**src/rtl/exwb_pkg.sv**
```systemverilog
package exwb_pkg;
  typedef enum logic {
    ST_RUN    = 1'b0,
    ST_SQUASH = 1'b1
  } exwb_state_e;
endpackage

```
**src/rtl/exwb_issue_pipe.sv**
```systemverilog
module exwb_issue_pipe #(
  parameter int BITS  = 8,
  parameter int DEPTH = 2
) (
  input  logic            clk,
  input  logic            rst_n,
  input  logic            adv,
  input  logic [BITS-1:0] d,
  output logic [BITS-1:0] q
);
  logic [BITS-1:0] stg [DEPTH];

  always_ff @(posedge clk) begin
    if (!rst_n)   stg[0] <= '0;
    else if (adv) stg[0] <= d;
  end

  for (genvar k = 1; k < DEPTH; k++) begin : g_stage
    always_ff @(posedge clk) begin
      if (!rst_n)   stg[k] <= '0;
      else if (adv) stg[k] <= stg[k-1];
    end
  end

  assign q = stg[DEPTH-1];
endmodule

```
**src/rtl/exwb_fu_select.sv**
```systemverilog
module exwb_fu_select #(
  parameter int W    = 4,
  parameter int E    = 2,
  parameter int SEQW = 8,
  parameter int PCW  = 12
) (
  input  logic [W-1:0]      vld,
  input  logic [W-1:0]      sqd,
  input  logic [W-1:0]      mis,
  input  logic [W*SEQW-1:0] seq,
  input  logic [W*PCW-1:0]  tgt,
  output logic [W-1:0]      exec,
  output logic [W-1:0]      done,
  output logic              br_hit,
  output logic [SEQW-1:0]   br_seq,
  output logic [PCW-1:0]    br_tgt
);
  localparam int UW = $clog2(E + 1) + 1;

  logic [UW-1:0] used;
  logic          stop;

  always_comb begin
    exec   = '0;
    done   = '0;
    br_hit = 1'b0;
    br_seq = '0;
    br_tgt = '0;
    used   = '0;
    stop   = 1'b0;
    for (int i = 0; i < W; i++) begin
      if (!stop) begin
        if (used == UW'(E) || !vld[i]) begin
          stop = 1'b1;
        end else begin
          exec[i] = 1'b1;
          if (!sqd[i]) begin
            used    = used + 1'b1;
            done[i] = 1'b1;
            if (mis[i] && !br_hit) begin
              br_hit = 1'b1;
              br_seq = seq[i*SEQW +: SEQW];
              br_tgt = tgt[i*PCW +: PCW];
            end
          end
        end
      end
    end
  end
endmodule

```
**src/rtl/exwb_wake_gen.sv**
```systemverilog
module exwb_wake_gen #(
  parameter int W     = 4,
  parameter int E     = 2,
  parameter int NPREG = 16,
  localparam int RIW  = $clog2(NPREG)
) (
  input  logic [W-1:0]     cmt,
  input  logic [W-1:0]     dvld,
  input  logic [W*RIW-1:0] dst,
  output logic [W-1:0]     wake,
  output logic [NPREG-1:0] reg_rdy
);
  logic run_on;

  always_comb begin
    wake   = '0;
    run_on = 1'b1;
    for (int i = 0; i < W; i++) begin
      if (i < E && run_on && cmt[i]) wake[i] = 1'b1;
      else                           run_on = 1'b0;
    end
  end

  always_comb begin
    reg_rdy = '0;
    for (int i = 0; i < W; i++) begin
      if (wake[i] && dvld[i]) reg_rdy[dst[i*RIW +: RIW]] = 1'b1;
    end
  end
endmodule

```
**src/rtl/exwb_slot_select.sv**
```systemverilog
module exwb_slot_select
  import exwb_pkg::*;
#(
  parameter int W     = 4,
  parameter int E     = 2,
  parameter int DELAY = 2,
  parameter int SEQW  = 8,
  parameter int PCW   = 12,
  parameter int NPREG = 16,
  localparam int RIW  = $clog2(NPREG)
) (
  input  logic              clk,
  input  logic              rst_n,
  input  logic              run,
  input  logic              clr_squash,
  input  logic              grp_valid,
  output logic              grp_ready,
  input  logic [W-1:0]      in_vld,
  input  logic [W-1:0]      in_sqd,
  input  logic [W-1:0]      in_mis,
  input  logic [W-1:0]      in_dvld,
  input  logic [W*SEQW-1:0] in_seq,
  input  logic [W*PCW-1:0]  in_tgt,
  input  logic [W*RIW-1:0]  in_dst,
  output logic [W-1:0]      exec_mask,
  output logic              cmt_valid,
  output logic [W-1:0]      cmt_slot,
  output logic [W*SEQW-1:0] cmt_seq,
  output logic [W-1:0]      wake,
  output logic [NPREG-1:0]  reg_rdy,
  output logic              sq_req,
  output logic [SEQW-1:0]   sq_seq,
  output logic [PCW-1:0]    sq_tgt,
  output logic              squashing
);
  localparam int SLOTB = 4 + SEQW + PCW + RIW;
  localparam int GRPB  = W * SLOTB;

  exwb_state_e state;
  logic        adv;

  assign adv       = run && (state == ST_RUN);
  assign grp_ready = adv;
  assign squashing = (state == ST_SQUASH);

  // Pack input group, unpack pipe head.
  logic [GRPB-1:0]     grp_in, grp_hd;
  logic [W-1:0]        h_vld, h_sqd, h_mis, h_dvld;
  logic [W*SEQW-1:0]   h_seq;
  logic [W*PCW-1:0]    h_tgt;
  logic [W*RIW-1:0]    h_dst;

  for (genvar i = 0; i < W; i++) begin : g_slot
    assign grp_in[i*SLOTB +: SLOTB] = {in_vld[i] & grp_valid, in_sqd[i], in_mis[i],
                                       in_dvld[i], in_seq[i*SEQW +: SEQW],
                                       in_tgt[i*PCW +: PCW], in_dst[i*RIW +: RIW]};
    assign {h_vld[i], h_sqd[i], h_mis[i], h_dvld[i], h_seq[i*SEQW +: SEQW],
            h_tgt[i*PCW +: PCW], h_dst[i*RIW +: RIW]} = grp_hd[i*SLOTB +: SLOTB];
  end

  exwb_issue_pipe #(.BITS(GRPB), .DEPTH(DELAY)) u_pipe (
    .clk(clk), .rst_n(rst_n), .adv(adv), .d(grp_in), .q(grp_hd)
  );

  logic [W-1:0]    s_exec, s_done;
  logic            s_hit;
  logic [SEQW-1:0] s_bseq;
  logic [PCW-1:0]  s_btgt;

  exwb_fu_select #(.W(W), .E(E), .SEQW(SEQW), .PCW(PCW)) u_sel (
    .vld(h_vld), .sqd(h_sqd), .mis(h_mis), .seq(h_seq), .tgt(h_tgt),
    .exec(s_exec), .done(s_done), .br_hit(s_hit), .br_seq(s_bseq), .br_tgt(s_btgt)
  );

  logic [W-1:0]     c_dvld;
  logic [W*RIW-1:0] c_dst;
  logic [W*SEQW-1:0] seq_mask;

  for (genvar i = 0; i < W; i++) begin : g_mask
    assign seq_mask[i*SEQW +: SEQW] = {SEQW{s_done[i]}};
  end

  always_ff @(posedge clk) begin
    if (!rst_n) begin
      state     <= ST_RUN;
      exec_mask <= '0;
      cmt_slot  <= '0;
      cmt_seq   <= '0;
      c_dvld    <= '0;
      c_dst     <= '0;
      sq_req    <= 1'b0;
      sq_seq    <= '0;
      sq_tgt    <= '0;
    end else begin
      if (adv) begin
        exec_mask <= s_exec;
        cmt_slot  <= s_done;
        cmt_seq   <= h_seq & seq_mask;
        c_dvld    <= h_dvld & s_done;
        c_dst     <= h_dst;
        sq_req    <= s_hit;
        sq_seq    <= s_bseq;
        sq_tgt    <= s_btgt;
        if (s_hit) state <= ST_SQUASH;
      end else begin
        exec_mask <= '0;
        cmt_slot  <= '0;
        cmt_seq   <= '0;
        c_dvld    <= '0;
        sq_req    <= 1'b0;
        sq_seq    <= '0;
        sq_tgt    <= '0;
        if (state == ST_SQUASH && clr_squash) state <= ST_RUN;
      end
    end
  end

  assign cmt_valid = |cmt_slot;

  exwb_wake_gen #(.W(W), .E(E), .NPREG(NPREG)) u_wake (
    .cmt(cmt_slot), .dvld(c_dvld), .dst(c_dst), .wake(wake), .reg_rdy(reg_rdy)
  );
endmodule

```
**config.mk**
```make
export PLATFORM = sky130hd
export DESIGN_NAME = exwb_slot_select
export DESIGN_NICKNAME = d
export VERILOG_FILES = /design/src/rtl/exwb_pkg.sv /design/src/rtl/exwb_issue_pipe.sv /design/src/rtl/exwb_fu_select.sv /design/src/rtl/exwb_wake_gen.sv /design/src/rtl/exwb_slot_select.sv
export SDC_FILE = /design/constraint.sdc
export NUM_CORES = 1
export LEC_CHECK = 0
export BUFFER_PORTS_ARGS = -buffer_cell sky130_fd_sc_hd__buf_4
export CORE_UTILIZATION = 60
export DETAILED_ROUTE_END_ITERATION = 8
export PLACE_DENSITY_LB_ADDON = 0.1
export SKIP_LAST_GASP = 1
export SYNTH_ARGS = -nofsm -noshare
export SYNTH_HDL_FRONTEND = slang
export SYNTH_SLANG_ARGS = --single-unit
```
**constraint.sdc**
```tcl
create_clock -name clk -period 18.29 [get_ports clk]
set_clock_uncertainty 0.2 [all_clocks]
set_input_delay 4.5725 -clock clk [delete_from_list [all_inputs] [get_ports clk]]
set_output_delay 4.5725 -clock clk [all_outputs]
set_load 0.02 [all_outputs]
```
==> results of run 1 <==
critical path, delay by kind of cell:
family / cells / cell delay, ns
AND/OR/NAND/NOR: 1 / 0.26
buffers and inverters: 3 / 1.06
path summary, 6_finish.rpt:
kind              depth (start not counted)                              from                endpoint  slack [ns]
setup / recovery                          4                               run               grp_ready        7.60
hold / removal                            1  u_pipe.stg[1][101]$_SDFFCE_PN0P_  cmt_seq[25]$_SDFF_PN0_        0.27
hold reg to reg                           1  u_pipe.stg[1][101]$_SDFFCE_PN0P_  cmt_seq[25]$_SDFF_PN0_        0.27
setup reg to reg                          7            squashing$_SDFFE_PN0P_  cmt_seq[28]$_SDFF_PN0_       14.42
routing by layer:
| layer | part of all wire | wire length [um] | global-route usage | vias to the layer above |
|---|---|---|---|---|
| met5 | 0 | 0 | 0 | - |
| met4 | 0.034 | 783 | 0.0926 | 0 |
| met3 | 0.067 | 1570 | 0.0414 | 57 |
| met2 | 0.49 | 11500 | 0.416 | 297 |
| met1 | 0.41 | 9480 | 0.334 | 3400 |
| li1 | - | - | - | 3349 |
through the flow:
stage / worst slack, ns / hold slack, ns / cells / power [uW]
global route: 7.49 / 0.300 / 1209 / 1360
global placement: 7.64 / 0.263 / 1160 / 802
detailed placement: 7.60 / 0.262 / 1160 / 806
finish: 7.60 / 0.273 / 1209 / 1320
floorplan: 8.07 / 0.220 / 811 / 775
CTS: 7.60 / 0.276 / 1209 / 1330
sequential cells by signal, summed over array words and instances, names as in the netlist, 2 cells and up:
name / count
exec_mask: 4
u_pipe.stg: 204
c_dvld: 2
cmt_seq: 32
c_dst: 8
cmt_slot: 4
sq_seq: 8
sq_tgt: 12
power groups by stage:
stage	combinational, uW	clock [uW]	sequential [uW]
3_3_place_gp	67.0	0	735
2_1_floorplan	40.8	0	734
5_1_grt	76.3	553	727
6_report	69.7	526	724
3_5_place_dp	69.4	0	736
4_1_cts	69.8	532	723
area by class of cell:
type                    instances  area share
clock buffers                  39      0.0588
multi-input cells             453       0.222
clock inverters                10     0.00572
well taps                     225      0.0215
repair buffers                195       0.112
flip-flops and latches        276       0.577
inverters                      11     0.00334
logic make-up after synthesis:
family / after synthesis / share of synthesized area
buffers and inverters: 82 / 0.0315
DFF: 276 / 0.700
muxes: 1 / 0.00139
other: 1 / 0.000347
AOI/OAI and AO/OA: 109 / 0.0713
and+or+nand+nor: 339 / 0.193
adders and majority gates: 2 / 0.00231
layout by cell type, fill, tap and decap left out, types with 14 or more instances in the layout:
master and count:
edfxtp_1 204, o21ai_0 22, o22ai_1 14, and2_1 30, clkbuf_16 28, nand2_1 30, a22oi_1 17, and3_1 209
buf_4 195, dfxtp_1 72
==> impl_metrics.env, run 1 <==
export IMPL_status="complete, no violations"
export IMPL_final_nets=1083
export IMPL_max_stage_delay_ns=0.71
export IMPL_postCtsHoldBufs=0
export IMPL_start_util=0.621
export IMPL_postRouteAntennaNets=0
export IMPL_cts_sinks=276
export IMPL_fp_dieH_um=136
export IMPL_cts_root_buf="clkbuf_16"
export IMPL_post_drt_via_cell_ratio=5.88
export IMPL_p_sw_uw=275
export IMPL_filler_cell_count=1137
export IMPL_internal_power_uw=1040
export IMPL_synth_cell_types=48
export IMPL_gp_congestion=0.860
export IMPL_clockBufferDepth=3
export IMPL_path_cells="buf_4, nand2b_1, inv_4, buf_4"
export IMPL_dr_total_vias=7103
export IMPL_htreeDepth=1
export IMPL_cts_tree="built"
export IMPL_overflow=0
export IMPL_synth_ff_type="edfxtp_1"
export IMPL_multi_input_area_um2=2920
export IMPL_power_frac_seq=0.548
export IMPL_synth_area_leaders="edfxtp_1 57%, dfxtp_1 13%, and3_1 12%, clkbuf_1 2.1%, and2_1 1.7%"
export IMPL_ir_worst_vdd_v=0.0000710
export IMPL_timing_fmax_mhz=93.6
export IMPL_n_antenna_cell=0
export IMPL_cts_resized=0
export IMPL_area_growth_pct=21.4
export IMPL_worst_pin_slew_ns=1.09
export IMPL_port_buffers=188
export IMPL_fin_util=0.753
export IMPL_clockPowerShare=0.399
export IMPL_insertion_delay_ns=0.52
export IMPL_grt_pass1_wl_um=35500
export IMPL_avgSynthCellArea_um2=13.3
export IMPL_drive_above_1_share=0.266
export IMPL_crit_path_end_kind="output port"
export IMPL_drc=0
export IMPL_yosysTopAreaCell="edfxtp_1"
export IMPL_wire_per_inst_um=19.3
export IMPL_power_leakage_uw=0.00607
export IMPL_min_period_ns=10.69
export IMPL_max_cap_violations=0
export IMPL_seqCellArea_um2=7570
export IMPL_dp_hpwl_um=15000
export IMPL_grt_max_degree=153
export IMPL_critPathArrivalTime_ns=5.92
export IMPL_post_cts_setup_buffer_count=0
export IMPL_path_class="in -> out"
export IMPL_hold_path_class="reg -> reg"
export IMPL_num_io_pins=201
export IMPL_maxSlewHeadroom=0.272
export IMPL_finalSetupTns_ns=0
export IMPL_antenna_found_initial=0
export IMPL_synth_most_common_cell="and3_1"
export IMPL_synth_edff_count=204
export IMPL_crit_slowest_cell="inv_4"
export IMPL_stdcell_area_um2=13100
export IMPL_period_share=0.584
export IMPL_p_comb_frac=0.053
export IMPL_critPathMaxFanout=101
export IMPL_drv_slew=0
export IMPL_synth_common_cells="209 x and3_1, 204 x edfxtp_1, 72 x dfxtp_1, 60 x clkbuf_1, 31 x nand2_1"
export IMPL_dr_first_iter_drc_count=771
export IMPL_grt_pass1_vias=6729
export IMPL_ys_seq_area_frac=0.700
export IMPL_ys_ff_latch=276
export IMPL_core_area_um2=17400
export IMPL_crit_top_cell="buf_4"
export IMPL_drt_pass1_iter_count=6
export IMPL_grt_total_usage=0.251
export IMPL_finalSetupViolCount=0
export IMPL_crit_required_ns=13.52
export IMPL_dieArea_um2=18600
export IMPL_cts_buffers=27
export IMPL_finalHoldViolCount=0
export IMPL_switching_share=0.208
export IMPL_placed_area_um2=12300
export IMPL_rsz0062_at_grt="false"
export IMPL_path_clk_slew_ns=0.06
export IMPL_ys_async_sr_fraction=0
export IMPL_syn_cell_area_um2=10800
export IMPL_die_x_um=136
export IMPL_row_count=48
export IMPL_powerDensity_nw_per_um2=101
export IMPL_synthCells=810
export IMPL_start_kind="primary input"
export IMPL_synth_top_area_frac=0.567
export IMPL_ys_warnings_count=0
export IMPL_wl_um=23400
Note: power is estimated with default switching activity, not from simulation.
==> run 2, diff against run 1 <==
--- a/config.mk
+++ b/config.mk
@@ -6,7 +6,7 @@
 export NUM_CORES = 1
 export LEC_CHECK = 0
 export BUFFER_PORTS_ARGS = -buffer_cell sky130_fd_sc_hd__buf_4
-export CORE_UTILIZATION = 60
+export CORE_UTILIZATION = 55
 export DETAILED_ROUTE_END_ITERATION = 8
 export PLACE_DENSITY_LB_ADDON = 0.1
 export SKIP_LAST_GASP = 1
==> constraint.sdc (replaced) <==
create_clock -name clk -period 10.08 [get_ports clk]
set_clock_uncertainty 0.2 [all_clocks]
set_input_delay 2.52 -clock clk [delete_from_list [all_inputs] [get_ports clk]]
set_output_delay 2.52 -clock clk [all_outputs]
set_load 0.02 [all_outputs]
==> run 2 against run 1 <==
Core utilization shrank 5.2 points. Register-to-register slack lost 7.9 ns. First-iteration DRC count shrank 28%. Worst setup slack lost 4.1 ns. Critical path type unchanged.
==> impl_metrics.env, run 2 (synthesis gave the netlist of run 1 again) <==
export IMPL_crit_top_cell="buf_4"
export IMPL_grt_total_usage=0.236
export IMPL_dpl_worst_slack_ns=3.48
export IMPL_grt_max_degree=158
export IMPL_post_cts_setup_buffer_count=0
export IMPL_post_drt_via_cell_ratio=5.71
export IMPL_grt_pass1_wl_um=36500
export IMPL_min_period_ns=6.58
export IMPL_critPathArrivalTime_ns=3.86
export IMPL_p_sw_uw=521
export IMPL_cts_buffers=28
export IMPL_htreeDepth=1
export IMPL_dr_first_iter_drc_count=556
export IMPL_internal_power_uw=1980
export IMPL_path_cells="buf_4, nand2b_1, inv_4, buf_4"
export IMPL_cts_resized=0
export IMPL_max_stage_delay_ns=0.69
export IMPL_maxSlewHeadroom=0.248
export IMPL_powerDensity_nw_per_um2=188
export IMPL_clockBufferDepth=3
export IMPL_ir_worst_vdd_v=0.000126
export IMPL_path_clk_slew_ns=0.06
export IMPL_power_leakage_uw=0.00613
export IMPL_cts_root_buf="clkbuf_16"
export IMPL_worst_pin_slew_ns=1.13
export IMPL_top_register="u_pipe.stg"
export IMPL_antenna_found_initial=1
export IMPL_layout_commonest_cell="and3_1"
export IMPL_placed_area_um2=12300
export IMPL_drive_above_1_share=0.273
export IMPL_cts_tree="built"
export IMPL_finalSetupTns_ns=0
export IMPL_postCtsHoldBufs=0
export IMPL_final_nets=1084
export IMPL_row_count=50
export IMPL_n_antenna_cell=0
export IMPL_num_io_pins=201
export IMPL_start_kind="primary input"
export IMPL_p_comb_frac=0.052
export IMPL_power_total_uw=2500
export IMPL_fp_dieH_um=142
export IMPL_critPathMaxFanout=101
export IMPL_power_frac_seq=0.525
export IMPL_drc=0
export IMPL_crit_slowest_cell="inv_4"
export IMPL_drv_slew=0
export IMPL_finalSetupViolCount=0
export IMPL_largest_register_ff_count=204
export IMPL_core_area_um2=19000
export IMPL_wire_per_inst_um=18.9
export IMPL_status="complete, no violations"
export IMPL_area_growth_pct=23.0
export IMPL_drt_pass1_iter_count=6
export IMPL_start_util=0.570
export IMPL_stdcell_area_um2=13300
export IMPL_crit_path_end_kind="output port"
export IMPL_port_buffers=188
export IMPL_path_class="in -> out"
export IMPL_switching_share=0.209
export IMPL_timing_final_ws_setup_ns=3.50
export IMPL_hold_path_class="reg -> reg"
export IMPL_layout_common_cells="209 x and3_1, 204 x edfxtp_1, 195 x buf_4"
export IMPL_dr_total_vias=7121
export IMPL_period_share=0.653
export IMPL_die_x_um=142
export IMPL_wl_um=23600
export IMPL_grt_pass1_vias=6746
export IMPL_timing_fmax_mhz=152
export IMPL_max_cap_violations=0
export IMPL_clockPowerShare=0.424
export IMPL_dieArea_um2=20200
export IMPL_dp_hpwl_um=15100
export IMPL_largestRegisters="u_pipe.stg: 204 flops, cmt_seq: 32 flops, sq_tgt: 12 flops"
export IMPL_cts_sinks=276
export IMPL_overflow=0
export IMPL_rsz0062_at_grt="false"
export IMPL_insertion_delay_ns=0.53
export IMPL_gp_congestion=0.889
export IMPL_finalHoldViolCount=0
export IMPL_crit_required_ns=7.36
export IMPL_postRouteAntennaNets=0
==> run 2: changes by cell type in the layout (fill, tap and decap cells not counted), sizes merged <==
| cell | previous run | this run |
|---|---|---|
| bufinv | 1 | 2 |
| clkbuf | 39 | 37 |
| clkinv | 8 | 9 |
| clkinvlp | 1 | 2 |
| inv | 11 | 13 |
==> run 2: cell type report <==
cell class / count / area, um2
clock buffer: 37 / 838
clock inverter: 15 / 134
fill: 1314 / 5660
inverter: 11 / 43.8
multi-input combinational: 453 / 2920
sequential: 276 / 7570
tap: 260 / 325
timing repair buffer: 195 / 1460
==> run 2: critical path, delay by kind of cell <==
family	cells	cell delay, ns
buf+inv	3	1.05
simple gates	1	0.28
==> run 2: final timing paths <==
kind,endpoint,slack (ns),start,cells after the start
setup / recovery,grp_ready,3.50,run,4
hold / removal,c_dvld[1]$_SDFF_PN0_,0.25,u_pipe.stg[1][52]$_SDFFCE_PN0P_,1
setup reg to reg,sq_tgt[8]$_SDFF_PN0_,6.56,u_pipe.stg[1][26]$_SDFFCE_PN0P_,9
hold reg to reg,c_dvld[1]$_SDFF_PN0_,0.25,u_pipe.stg[1][52]$_SDFFCE_PN0P_,1
==> run 2: layer usage <==
layer,up-vias,part of all wire,track usage
li1,3350,-,-
met1,3429,0.41,0.317
met2,292,0.50,0.400
met3,50,0.061,0.0266
met4,0,0.031,0.0809
met5,-,0,0
==> run 2: metrics by stage <==
step,hold slack [ns],util,std cells
floorplan,0.220,-,811
global placement,0.230,0.650,1195
detailed placement,0.235,0.650,1195
CTS,0.252,0.701,1247
global route,0.279,0.701,1247
finish,0.250,0.701,1247
==> run 2: power by group through the flow <==
stage / registers [uW] / logic (uW) / clock network [uW]
after detailed placement: 1330 / 129 / 0
final: 1310 / 129 / 1060
after CTS: 1310 / 130 / 1070
after floorplan: 1330 / 74.0 / 0
after global placement: 1330 / 126 / 0
after global routing: 1320 / 141 / 1110
